==> src/rtl/oc_pkg.sv <==
package oc_pkg;
   typedef enum logic [1:0] {
      ACT_HOLD = 2'd0,
      ACT_CLR  = 2'd1,
      ACT_SET  = 2'd2,
      ACT_TGL  = 2'd3
   } oc_act_e;

   typedef enum logic {
      WAVE_NONPWM = 1'b0,
      WAVE_FAST   = 1'b1
   } wave_e;

   localparam int COM_W = 2;

   function automatic oc_act_e nonpwm_act(input logic [COM_W-1:0] com);
      case (com)
         2'b01:   return ACT_TGL;
         2'b10:   return ACT_CLR;
         2'b11:   return ACT_SET;
         default: return ACT_HOLD;
      endcase
   endfunction
endpackage

==> src/rtl/oc_act_decode.sv <==
module oc_act_decode
   import oc_pkg::*;
#(
   parameter bit PERIOD_AT_TOP = 1'b0,
   parameter bit MATCH_FIRST   = 1'b1
) (
   input  wave_e            wave,
   input  logic [COM_W-1:0] com,
   input  logic             match,
   input  logic             top,
   input  logic             bottom,
   input  logic             force_stb,
   output oc_act_e          act
);
   logic    period_evt;
   oc_act_e np_act;
   oc_act_e m_act;
   oc_act_e e_act;
   oc_act_e pwm_act;

   always_comb begin
      period_evt = PERIOD_AT_TOP ? top : bottom;
      np_act     = (match || force_stb) ? nonpwm_act(com) : ACT_HOLD;
      m_act      = ACT_HOLD;
      e_act      = ACT_HOLD;
      if (com == 2'b10) begin
         m_act = ACT_CLR;
         e_act = ACT_SET;
      end else if (com == 2'b11) begin
         m_act = ACT_SET;
         e_act = ACT_CLR;
      end
   end

   generate
      if (MATCH_FIRST) begin : g_match_first
         always_comb pwm_act = match ? m_act : (period_evt ? e_act : ACT_HOLD);
      end else begin : g_edge_first
         always_comb pwm_act = period_evt ? e_act : (match ? m_act : ACT_HOLD);
      end
   endgenerate

   always_comb act = (wave == WAVE_FAST) ? pwm_act : np_act;
endmodule

==> src/rtl/oc_state_reg.sv <==
module oc_state_reg
   import oc_pkg::*;
(
   input  logic    clk,
   input  logic    rst_n,
   input  oc_act_e act,
   output logic    oc_q
);
   always_ff @(posedge clk or negedge rst_n) begin
      if (!rst_n) oc_q <= 1'b0;
      else begin
         case (act)
            ACT_CLR: oc_q <= 1'b0;
            ACT_SET: oc_q <= 1'b1;
            ACT_TGL: oc_q <= ~oc_q;
            default: oc_q <= oc_q;
         endcase
      end
   end

   a_r5_set_lands: assert property (@(posedge clk) disable iff (!rst_n)
      (act == ACT_SET) |=> oc_q);
   a_r5_clr_lands: assert property (@(posedge clk) disable iff (!rst_n)
      (act == ACT_CLR) |=> !oc_q);
endmodule

==> src/rtl/oc_pin_mux.sv <==
module oc_pin_mux
   import oc_pkg::*;
(
   input  logic [COM_W-1:0] com,
   input  logic             oc_q,
   input  logic             port_data,
   input  logic             port_dir,
   output logic             pin_val,
   output logic             pin_oe
);
   always_comb begin
      pin_val = (com != '0) ? oc_q : port_data;
      pin_oe  = port_dir;
   end
endmodule

==> src/rtl/oc_wave_unit.sv <==
module oc_wave_unit
   import oc_pkg::*;
#(
   parameter bit PERIOD_AT_TOP = 1'b0,
   parameter bit MATCH_FIRST   = 1'b1
) (
   input  logic       clk,
   input  logic       rst_n,
   input  logic       cmp_match,
   input  logic       at_top,
   input  logic       at_bottom,
   input  logic       wave_class,
   input  logic [1:0] com_sel,
   input  logic       force_stb,
   input  logic       port_data,
   input  logic       port_dir,
   output logic       oc_reg,
   output logic       pin_val,
   output logic       pin_oe
);
   oc_act_e act;
   wave_e   wave;

   generate
      if (COM_W != 2) begin : g_bad_width
         $error("oc_wave_unit: output-mode field must be 2 bits");
      end
   endgenerate

   assign wave = wave_e'(wave_class);

   oc_act_decode #(
      .PERIOD_AT_TOP (PERIOD_AT_TOP),
      .MATCH_FIRST   (MATCH_FIRST)
   ) u_dec (
      .wave      (wave),
      .com       (com_sel),
      .match     (cmp_match),
      .top       (at_top),
      .bottom    (at_bottom),
      .force_stb (force_stb),
      .act       (act)
   );

   oc_state_reg u_st (
      .clk   (clk),
      .rst_n (rst_n),
      .act   (act),
      .oc_q  (oc_reg)
   );

   oc_pin_mux u_pin (
      .com       (com_sel),
      .oc_q      (oc_reg),
      .port_data (port_data),
      .port_dir  (port_dir),
      .pin_val   (pin_val),
      .pin_oe    (pin_oe)
   );

   a_r1_reset_clear: assert property (@(posedge clk) !rst_n |=> !oc_reg);
   a_r2_idle_hold: assert property (@(posedge clk) disable iff (!rst_n)
      (com_sel == 2'b00) |=> $stable(oc_reg));
   a_r5_toggle_flips: assert property (@(posedge clk) disable iff (!rst_n)
      (!wave_class && com_sel == 2'b01 && (cmp_match || force_stb)) |=> (oc_reg != $past(oc_reg)));
   a_r8_force_ignored: assert property (@(posedge clk) disable iff (!rst_n)
      (wave_class && force_stb && !cmp_match && !at_bottom && !at_top) |=> $stable(oc_reg));
   a_r3_pin_follows: assert property (@(posedge clk) disable iff (!rst_n)
      (com_sel != 2'b00) |-> (pin_val == oc_reg));
endmodule

==> config.mk <==
export PLATFORM = sky130hd
export DESIGN_NAME = oc_wave_unit
export DESIGN_NICKNAME = d
export VERILOG_FILES = /design/src/rtl/oc_pkg.sv /design/src/rtl/oc_act_decode.sv /design/src/rtl/oc_state_reg.sv /design/src/rtl/oc_pin_mux.sv /design/src/rtl/oc_wave_unit.sv
export SDC_FILE = /design/constraint.sdc
export NUM_CORES = 1
export LEC_CHECK = 0
export ABC_CLOCK_PERIOD_IN_PS = 800
export BUFFER_PORTS_ARGS = -buffer_cell sky130_fd_sc_hd__buf_2
export CORE_AREA = 2 2 39 41
export CTS_BUF_LIST = sky130_fd_sc_hd__clkbuf_8
export CTS_CLUSTER_DIAMETER = 120
export DETAILED_ROUTE_END_ITERATION = 8
export DIE_AREA = 0 0 41 43
export GPL_TIMING_DRIVEN = 0
export PLACE_DENSITY = 0.37
export SETUP_SLACK_MARGIN = 0.15
export SYNTH_ARGS = -nofsm -noshare
export SYNTH_HDL_FRONTEND = slang
export SYNTH_HIERARCHICAL = 1
export SYNTH_SLANG_ARGS = --single-unit
==> constraint.sdc <==
create_clock -name clk -period 0.8 [get_ports clk]
set_input_delay 0.04 -clock clk [delete_from_list [all_inputs] [get_ports clk]]
set_output_delay 0.04 -clock clk [all_outputs]
set_load 0.1 [all_outputs]
==> Yosys cells after proc, flatten, opt, wreduce, memory -nomap -nowiden <==
Cells that the tools add are included.
{ "classes": {"muxes": 11, "n_bitwise": 1, "reduce_logical": 3, "eq_ne": 6} }
{ "op_table": {"columns": ["op", "count"], "rows": [
  ["2-bit 2-to-1 mux", 7],
  ["2-bit equality test (second input constant)", 4],
  ["2-bit case mux with 3 select lines", 1],
  ["2-bit by 1-bit equality test with 1-bit output (second input constant)", 2],
  ["1-bit case mux with 3 select lines", 1],
  ["3-bit nonzero test", 1],
  ["1-bit 2-to-1 mux", 2],
  ["2-bit nonzero test", 1],
  ["1-bit logical OR", 1],
  ["1-bit inverter", 1]
]} }
{ "word_totals": {"word_cells": 22, "ff_bits": 1, "input_bits": 11} }

==> Longest topological paths before layout <==
Gate-level depths: netlist of run 1.
{ "logic_depth": {"ltp_word": 8, "mapped_depth": 7, "depth_no_buf": 7} }

==> Cells and area by module <==
The synthesis of run 1 kept the hierarchy.
{ "modules_own_cells": {"columns": ["mod", "instances", "area_per_inst_um2", "cells_each"], "rows": [
  ["oc_act_decode", 1, 116.4, 16],
  ["oc_state_reg", 1, 33.8, 3],
  ["oc_pin_mux", 1, 22.5, 3]
]} }

==> Worst setup path after synthesis of run 1 <==
Ideal clock, no wire load.
{ "synth_timing": {"path_kind": "flip-flop to output port", "from": "register u_st.oc_q", "to": "output port pin_val", "stages_incl_launch_ff": 2, "t_required_ns": 0.760, "slack_ns": -1.000, "arrival_time_ns": 1.760, "path_buffers": 0, "cell_sequence": "dfrtp_1 -> mux2_1"} }
{ "synth_via": {"elab_chain_len": 1} }
{ "synth_lines": {"columns": ["element", "line", "rtl"], "rows": [
  ["start: declaration", "oc_state_reg.sv:7", "output logic oc_q"],
  ["start signal: assignment", "oc_state_reg.sv:15", "ACT_TGL: oc_q <= ~oc_q;"],
  ["start signal: assignment", "oc_state_reg.sv:16", "default: oc_q <= oc_q;"],
  ["1-bit 2-to-1 mux", "oc_pin_mux.sv:12", "pin_val = (com != '0) ? oc_q : port_data;"],
  ["end: declaration", "oc_wave_unit.sv:18", "output logic pin_val,"]
]} }
Every way passes these cells.

==> Final worst setup path of run 1 <==
Same ends and word-level chain as after synthesis.

==> metrics, run 1 <==
status finished with violations; failing checks setup timing; worst setup margin -0.1752 ns; antenna viol nets, final 0; placed insts 49; Max transition margin 67.97%; syn_nets 37; worst path required time 0.76 ns; die height between 40 and 50 um; final worst-path cycle share 121.9%; Mapped Avg Cell Area roughly 7.8 um2; DR vias/cell 3.980; crit-path max FO 3; final setup vio count 2; flops & latches, synth 1; kind of critical path flip-flop to output pin; Pre-antenna DRT Iters 4; Initial DRC Count 6; initial antenna violation count 0; Seq/Total Area, Yosys 14.49%; Post-Syn Instances 22; fmax 1025 MHz; max FFs per register 1; HP Class input pin to asynchronous set/reset pin; Syn. warnings 6; routed wire length 431 um; I/O pin cnt 14; skew final 0 ns; gr ovfl total 0; DRC errors left 0; max-capacitance violation count 0; Leakage about 0.16 nW; min Tclk post-route 0.9752 ns; initial core utilization 12.48%; Cell Area, Placed 255.2 um2; CP Data Arrival Time 0.94 ns; post-synthesis instance area 172.7 um2; final max-slew violation count 0; ratio of cells with drive above 1 in the final layout 48.57%; Final GP Congestion 0.5962; CP endpoint kind output pin; gr usage total 4.304%; pre-CTS setup slack -0.2990 ns; Hold WS 0.3521 ns; Synth-to-Final Area Change 93.48%; largest net degree at the start of global routing 8; Cell Rows 14; port buffer count 11; Worst setup SP type flip-flop; Netlist cell types 13; final std cells w/o fill 51; first-pass GRT wire length just under 600 um; clk slew on worst S/H paths 0 ns; # nets final 52; Regs by FF count u_st/oc_q x1; die area 1763 um2; post-route cell area roughly 330 um2; Pwr Density 2595 nW/um2; Die W 41 um; Clock Latency Late Sink 0 ns; Core Region 1384 um2; worst vdd ir around 1.1 mV; RSZ-0062 raised after global routing true; Biggest register u_st/oc_q; post-DR wirelength/cell 8.451 um; routed via count slightly above 200; ant diodes 0; Worst-Margin Slew 0.4837 ns; vias in the first global route 170; Final Hold Fails 0
## per-layer routing
layer | GRT usage [%] | wire, um
met1 | 6.051 | 193
met3 | 0 | 38
met2 | 7.500 | 199
met4 | 0 | 0
met5 | 0 | 0
## what timing repair did
| item | CTS | global route |
|---|---|---|
| gates resized for setup | 13 | 5 |
| endpoints found under the setup margin | 3 | 3 |
| buffers inserted | 1 | 0 |
| hold endpoints to repair | 1 | 0 |
| pin swaps | 2 | 0 |
| hold buffers | 1 | 0 |
## placed cells by master, fill, tap and decap left out, drive strengths merged
cell type,netlist,final
a21oi,3,3
a31oi,1,1
and4b,1,1
buf,1,13
dfrtp,1,1
dlygate4sd3,0,1
ha,4,4
inv,3,3
mux2,1,1
nand2,1,1
nand3,1,1
nor2,2,2
o22ai,2,2
o31ai,1,1
## final cells by class
cell class                      instances  area, um2
Timing Repair Buffer                   13      118.9
Tap cell                               16      20.02
Multi-Input combinational cell         17      145.1
Sequential cell                         1      28.78
Buffer                                  1      7.507
Inverter                                3      13.76
Fill cell                             155       1050
## metrics by stage
stage	total power (W)	TNS [ns]	utilization [%]
floorplan	0.0005606	-0.4142	-
global placement	0.0006500	-0.6464	18.44
detailed placement	0.0006478	-0.6348	18.44
CTS	0.0007795	-0.3616	23.06
global route	0.0008977	-0.3782	24.14
finish	0.0008668	-0.3206	24.14
## critical path, stage by stage, from the launching register on
cell,delay (ns)
dfrtp_4,0.48
mux2_4,0.29
buf_12,0.17
## synth_stat cells, drive strengths merged
master | n | area share, %
buf | 1 | 4.3
o31ai | 1 | 4.3
dfrtp | 1 | 14
nand3 | 1 | 2.9
nand2 | 1 | 2.2
ha | 4 | 29
inv | 3 | 6.5
o22ai | 2 | 7.2
mux2 | 1 | 6.5
and4b | 1 | 5.8
a21oi | 3 | 8.7
a31oi | 1 | 3.6
nor2 | 2 | 4.3
## power breakdown
group / switching, W / internal [W]
Clock: 0 / 0
Combinational: 0.000451 / 0.000289
Sequential: 0.0000342 / 0.0000928
## cells by family after synthesis
family	synth area share, %
AOI/OAI and AO/OA	23.91
and+or+nand+nor	15.21
buffers and inverters	10.87
adders and majority gates	28.99
muxes	6.521
DFF	14.49
## final timing paths
| kind | startpoint | end | slack [ns] | cells after the start |
|---|---|---|---|---|
| max in group asynchronous | rst_n | u_st/oc_q | 0.35 | 2 |
| setup reg to reg | u_st/oc_q | u_st/oc_q | -0.08 | 3 |
| min in group clk | force_stb | u_st/oc_q | 0.43 | 4 |
| hold reg to reg | u_st/oc_q | u_st/oc_q | 0.63 | 2 |
| hold / removal | rst_n | u_st/oc_q | 0.35 | 2 |
| setup / recovery | u_st/oc_q | pin_val | -0.18 | 2 |
Note: power is estimated with default switching activity, not from simulation.
==> inputs of run 2 (changes only) <==
CELL_PAD_IN_SITES_DETAIL_PLACEMENT = 1   (was unset)
CELL_PAD_IN_SITES_GLOBAL_PLACEMENT = 2   (was unset)
PLACE_DENSITY = 0.61   (was 0.37)
==> metrics, run 2 (synthesized netlist as in run 1, its figures left out) <==
die height 43 um; worst setup margin -0.1888 ns; die area approximately 1800 um2; worst path required time 0.76 ns; Worst-Margin Slew 0.4830 ns; Synth-to-Final Area Change 94.93%; ratio of cells with drive above 1 in the final layout roughly 49%; skew final 0 ns; initial core utilization around an eighth; gr usage total around 5.9%; Largest stage delay, worst path 0.48 ns; Initial DRC Count 0; Regs by FF count u_st/oc_q x1; fmax 1011 MHz; HP Class input pin to asynchronous set/reset pin; RSZ-0062 raised after global routing true; clk slew on worst S/H paths 0 ns; crit-path max FO 3; vias in the first global route roughly 190; port buffer count 11; CP Data Arrival Time 0.95 ns; kind of critical path flip-flop to output pin; largest net degree at the start of global routing 8; Cell Rows 14; I/O pin cnt 14; Leakage between 0.15 and 0.2 nW; max-capacitance violation count 0; family with the most delay on the worst path flip-flops; Crit path buffers/inverters 1; Biggest register u_st/oc_q; crit-path cells mux2_4, buf_12; antenna viol nets, final 0; Die W just over 40 um; ant diodes 0; Max transition margin 68.02%; CP endpoint kind output pin; failing checks setup timing; # nets final 52; worst vdd ir roughly 0.57 mV; final std cells w/o fill 51; pre-CTS setup slack -0.3153 ns; Core Region 1384 um2; DR vias/cell 4.137; Pwr Density between 2000 and 3000 nW/um2; placed insts 49; Final GP Congestion 0.6624; final max-slew violation count 0; post-DR wirelength/cell 10.04 um; status finished with violations; Final Hold Fails 0; final worst-path cycle share 123.6%; min Tclk post-route 0.9888 ns; DPL Wire Length about 430 um; initial antenna violation count 0; routed wire length 512 um; first-pass GRT wire length approximately 790 um; Clock Latency Late Sink 0 ns; Worst setup SP type flip-flop; commonest non-fill, non-tap cell in the layout buf_2; slowest library cell on the worst path dfrtp_4; Pre-antenna DRT Iters 1; DRC errors left 0; final setup vio count 2; gr ovfl total 0; routed via count 211; most frequent cells in the layout 7 x buf_2, 3 x a21oi_1, 3 x ha_1; PnR Total Power between 0.0008 and 0.0009 W; max FFs per register 1; Final TNS setup -0.3426 ns
==> run 2: routing by layer <==
layer	track usage (%)	vias up	wire [um]
met5	0	-	0
met4	0	0	0
met3	0	0	32
met2	10.00	6	272
met1	8.626	99	208
li1	-	106	-
==> run 2: worst paths after layout <==
path | startpoint | end | slack (ns) | cells after the start
min | rst_n | u_st/oc_q | 0.35 | 2
max | u_st/oc_q | pin_val | -0.19 | 2
min in group clk | at_bottom | u_st/oc_q | 0.45 | 4
max reg2reg | u_st/oc_q | u_st/oc_q | -0.09 | 3
max in group asynchronous | rst_n | u_st/oc_q | 0.35 | 2
min reg2reg | u_st/oc_q | u_st/oc_q | 0.63 | 2
==> run 2: where the power goes <==
part | internal [W] | switching (W) | total, W
Sequential | 0.0000928 | 0.0000362 | 0.000129
Clock | 0 | 0 | 0
Combinational | 0.000291 | 0.000464 | 0.000754
Total | 0.000383 | 0.000500 | 0.000883
==> run 2: area by class of cell <==
cell class	instances	area, um2
fillers	167	1047
multi-input cells	17	145.1
repair buffers	13	118.9
flip-flops and latches	1	28.78
well taps	16	20.02
inverters	3	16.27
plain buffers	1	7.507
==> run 2: worst reg2reg max path: cells and delay by family, from the launching register on <==
kind	cells	cell delay (ns)
buffers and inverters	1	0.14
AO/OA/AOI/OAI	1	0.05
flip-flops	1	0.48
AND/OR/NAND/NOR	1	0.09
==> run 2: metrics by stage <==
step	instance area [um2]	hold WS [ns]	utilization, %
floorplan	180.2	-0.2556	-
global placement	255.2	-0.1857	18.44
detailed placement	255.2	-0.1839	18.44
CTS	319.1	0.3507	23.06
global route	336.6	0.3703	24.32
finish	336.6	0.3501	24.32
==> run 2: timing repair <==
action                                  CTS  global route
hold endpoints to repair                  1             0
resized for setup                        13             6
hold buffers                              1             0
endpoints found under the setup margin    3             3
pin swaps                                 3             0
setup buffers                             1             0
==> inputs of run 3 (changes only) <==
REMOVE_ABC_BUFFERS = 1   (was unset)
SLEW_MARGIN = 25   (was unset)
==> metrics, run 3 (synthesized netlist as in run 1, its figures left out) <==
status finished with violations; failing checks setup timing; crit-path cells buf_8, inv_4, ha_4, and4b_1, a31oi_1, o31ai_1, nor2_1, a21oi_1; Crit path buffers/inverters 2; skew final 0 ns; Worst-Margin Slew 0.2424 ns; cells on worst reg2reg path 3; CP Data Arrival Time around 0.85 ns; max FFs per register 1; DR top layer met3; Final Hold Fails 0; I/O pin cnt 14; metal3 WL roughly 60 um; die area 1763 um2; Die W 41 um; fmax 1027 MHz; final max-slew violation count 0; clk slew on worst S/H paths 0 ns; worst vdd ir 1.772 mV; initial core utilization 12.48%; gr ovfl total 0; WP depth 8; Worst setup SP type input pin; Largest stage delay, worst path 0.16 ns; Final GP Congestion 0.6191; Clock Latency Late Sink 0 ns; worst path required time 0.67 ns; CP endpoint kind flip-flop; ratio of cells with drive above 1 in the final layout 50.00%; Leakage 0.1581 nW; worst setup margin -0.1739 ns; final setup vio count 2; post-DR wirelength/cell 8.340 um; gr usage total 5.205%; first-pass GRT wire length 710 um; Max transition margin 83.70%; ant diodes 0; commonest non-fill, non-tap cell in the layout buf_2; Cell Rows 14; Core Region 1384 um2; Final Core Density around a quarter; routed wire length between 400 and 500 um; min Tclk post-route a little under 1 ns; met2 wire len 172 um; routed via count around 200; PnR Total Power 0.0008904 W; crit-path max FO 4; max-capacitance violation count 0; DPL Wire Length 344.8 um; WL met1 184 um; Hold Crit Depth 0; Synth-to-Final Area Change 97.83%; die height between 40 and 50 um; Regs by FF count u_st/oc_q x1; Pre-antenna DRT Iters 1; Biggest register u_st/oc_q; initial antenna violation count 0; port buffer count 10; RSZ-0062 raised after global routing true; # nets final between 50 and 60; vias in the first global route 201; family with the most delay on the worst path compound AO/OA/AOI/OAI gates; HP Class input pin to output pin; Pwr Density 2607 nW/um2; most frequent cells in the layout 6 x buf_2, 3 x a21oi_1; Initial DRC Count 0; largest net degree at the start of global routing 8; DR vias/cell 4.060; kind of critical path input pin to flip-flop; antenna viol nets, final 0; slowest library cell on the worst path and4b_1; final worst-path cycle share 121.7%; DRC errors left 0
## run 3: cell count changes in the layout (fill, tap and decap cells not counted), sizes merged
| cell | change |
|---|---|
| buf | -1 |
## run 3: per-stage QoR
step           hold slack (ns)  setup TNS (ns)  worst slack [ns]  area [um2]  instances
2_1_floorplan          -0.2556          -1.585            -1.000       165.2         21
3_3_place_gp           -0.1843         -0.5690           -0.3382       235.2         47
3_5_place_dp           -0.1838         -0.5826           -0.3360       235.2         47
4_1_cts                0.08068         -0.2911           -0.1860       325.3         49
5_1_grt                0.08056         -0.4148           -0.3017       341.6         50
6_report               0.08022         -0.2608           -0.1739       341.6         50
## run 3: timing repair
action	CTS	global route
pin swaps	4	0
setup endpoints to repair	3	3
setup buffers	1	1
hold endpoints to repair	1	0
hold buffers	1	0
resized for setup	21	2
## run 3: layer usage
metal | vias up | track usage (%)
li1 | 104 | -
met1 | 88 | 7.643
met2 | 11 | 8.438
met3 | 0 | 0.5236
met4 | 0 | 0
met5 | - | 0
## run 3: path summary, 6_finish.rpt
path                       startpoint         to  slack (ns)
max                        com_sel[0]  u_st/oc_q       -0.17
max in group asynchronous       rst_n  u_st/oc_q        0.36
min reg2reg                 u_st/oc_q  u_st/oc_q        0.60
min in group asynchronous       rst_n  u_st/oc_q        0.35
min                          port_dir     pin_oe        0.08
max reg2reg                 u_st/oc_q  u_st/oc_q           0
## run 3: final cells by class
class / count / area (um2)
fill: 160 / 1042
multi-input combinational: 17 / 157.7
timing repair buffer: 13 / 125.1
sequential: 1 / 25.02
tap: 16 / 20.02
inverter: 3 / 13.76
## run 3: worst reg2reg max path, stage by stage, from the launching register on
cell,delay (ns)
dfrtp_1,0.38
buf_4,0.15
nor2_1,0.09
a21oi_1,0.05
## run 3: where the power goes
group | internal [W] | switching (W)
sequential | 0.0000763 | 0.0000251
combinational | 0.000332 | 0.000457
clock | 0 | 0
total | 0.000408 | 0.000482
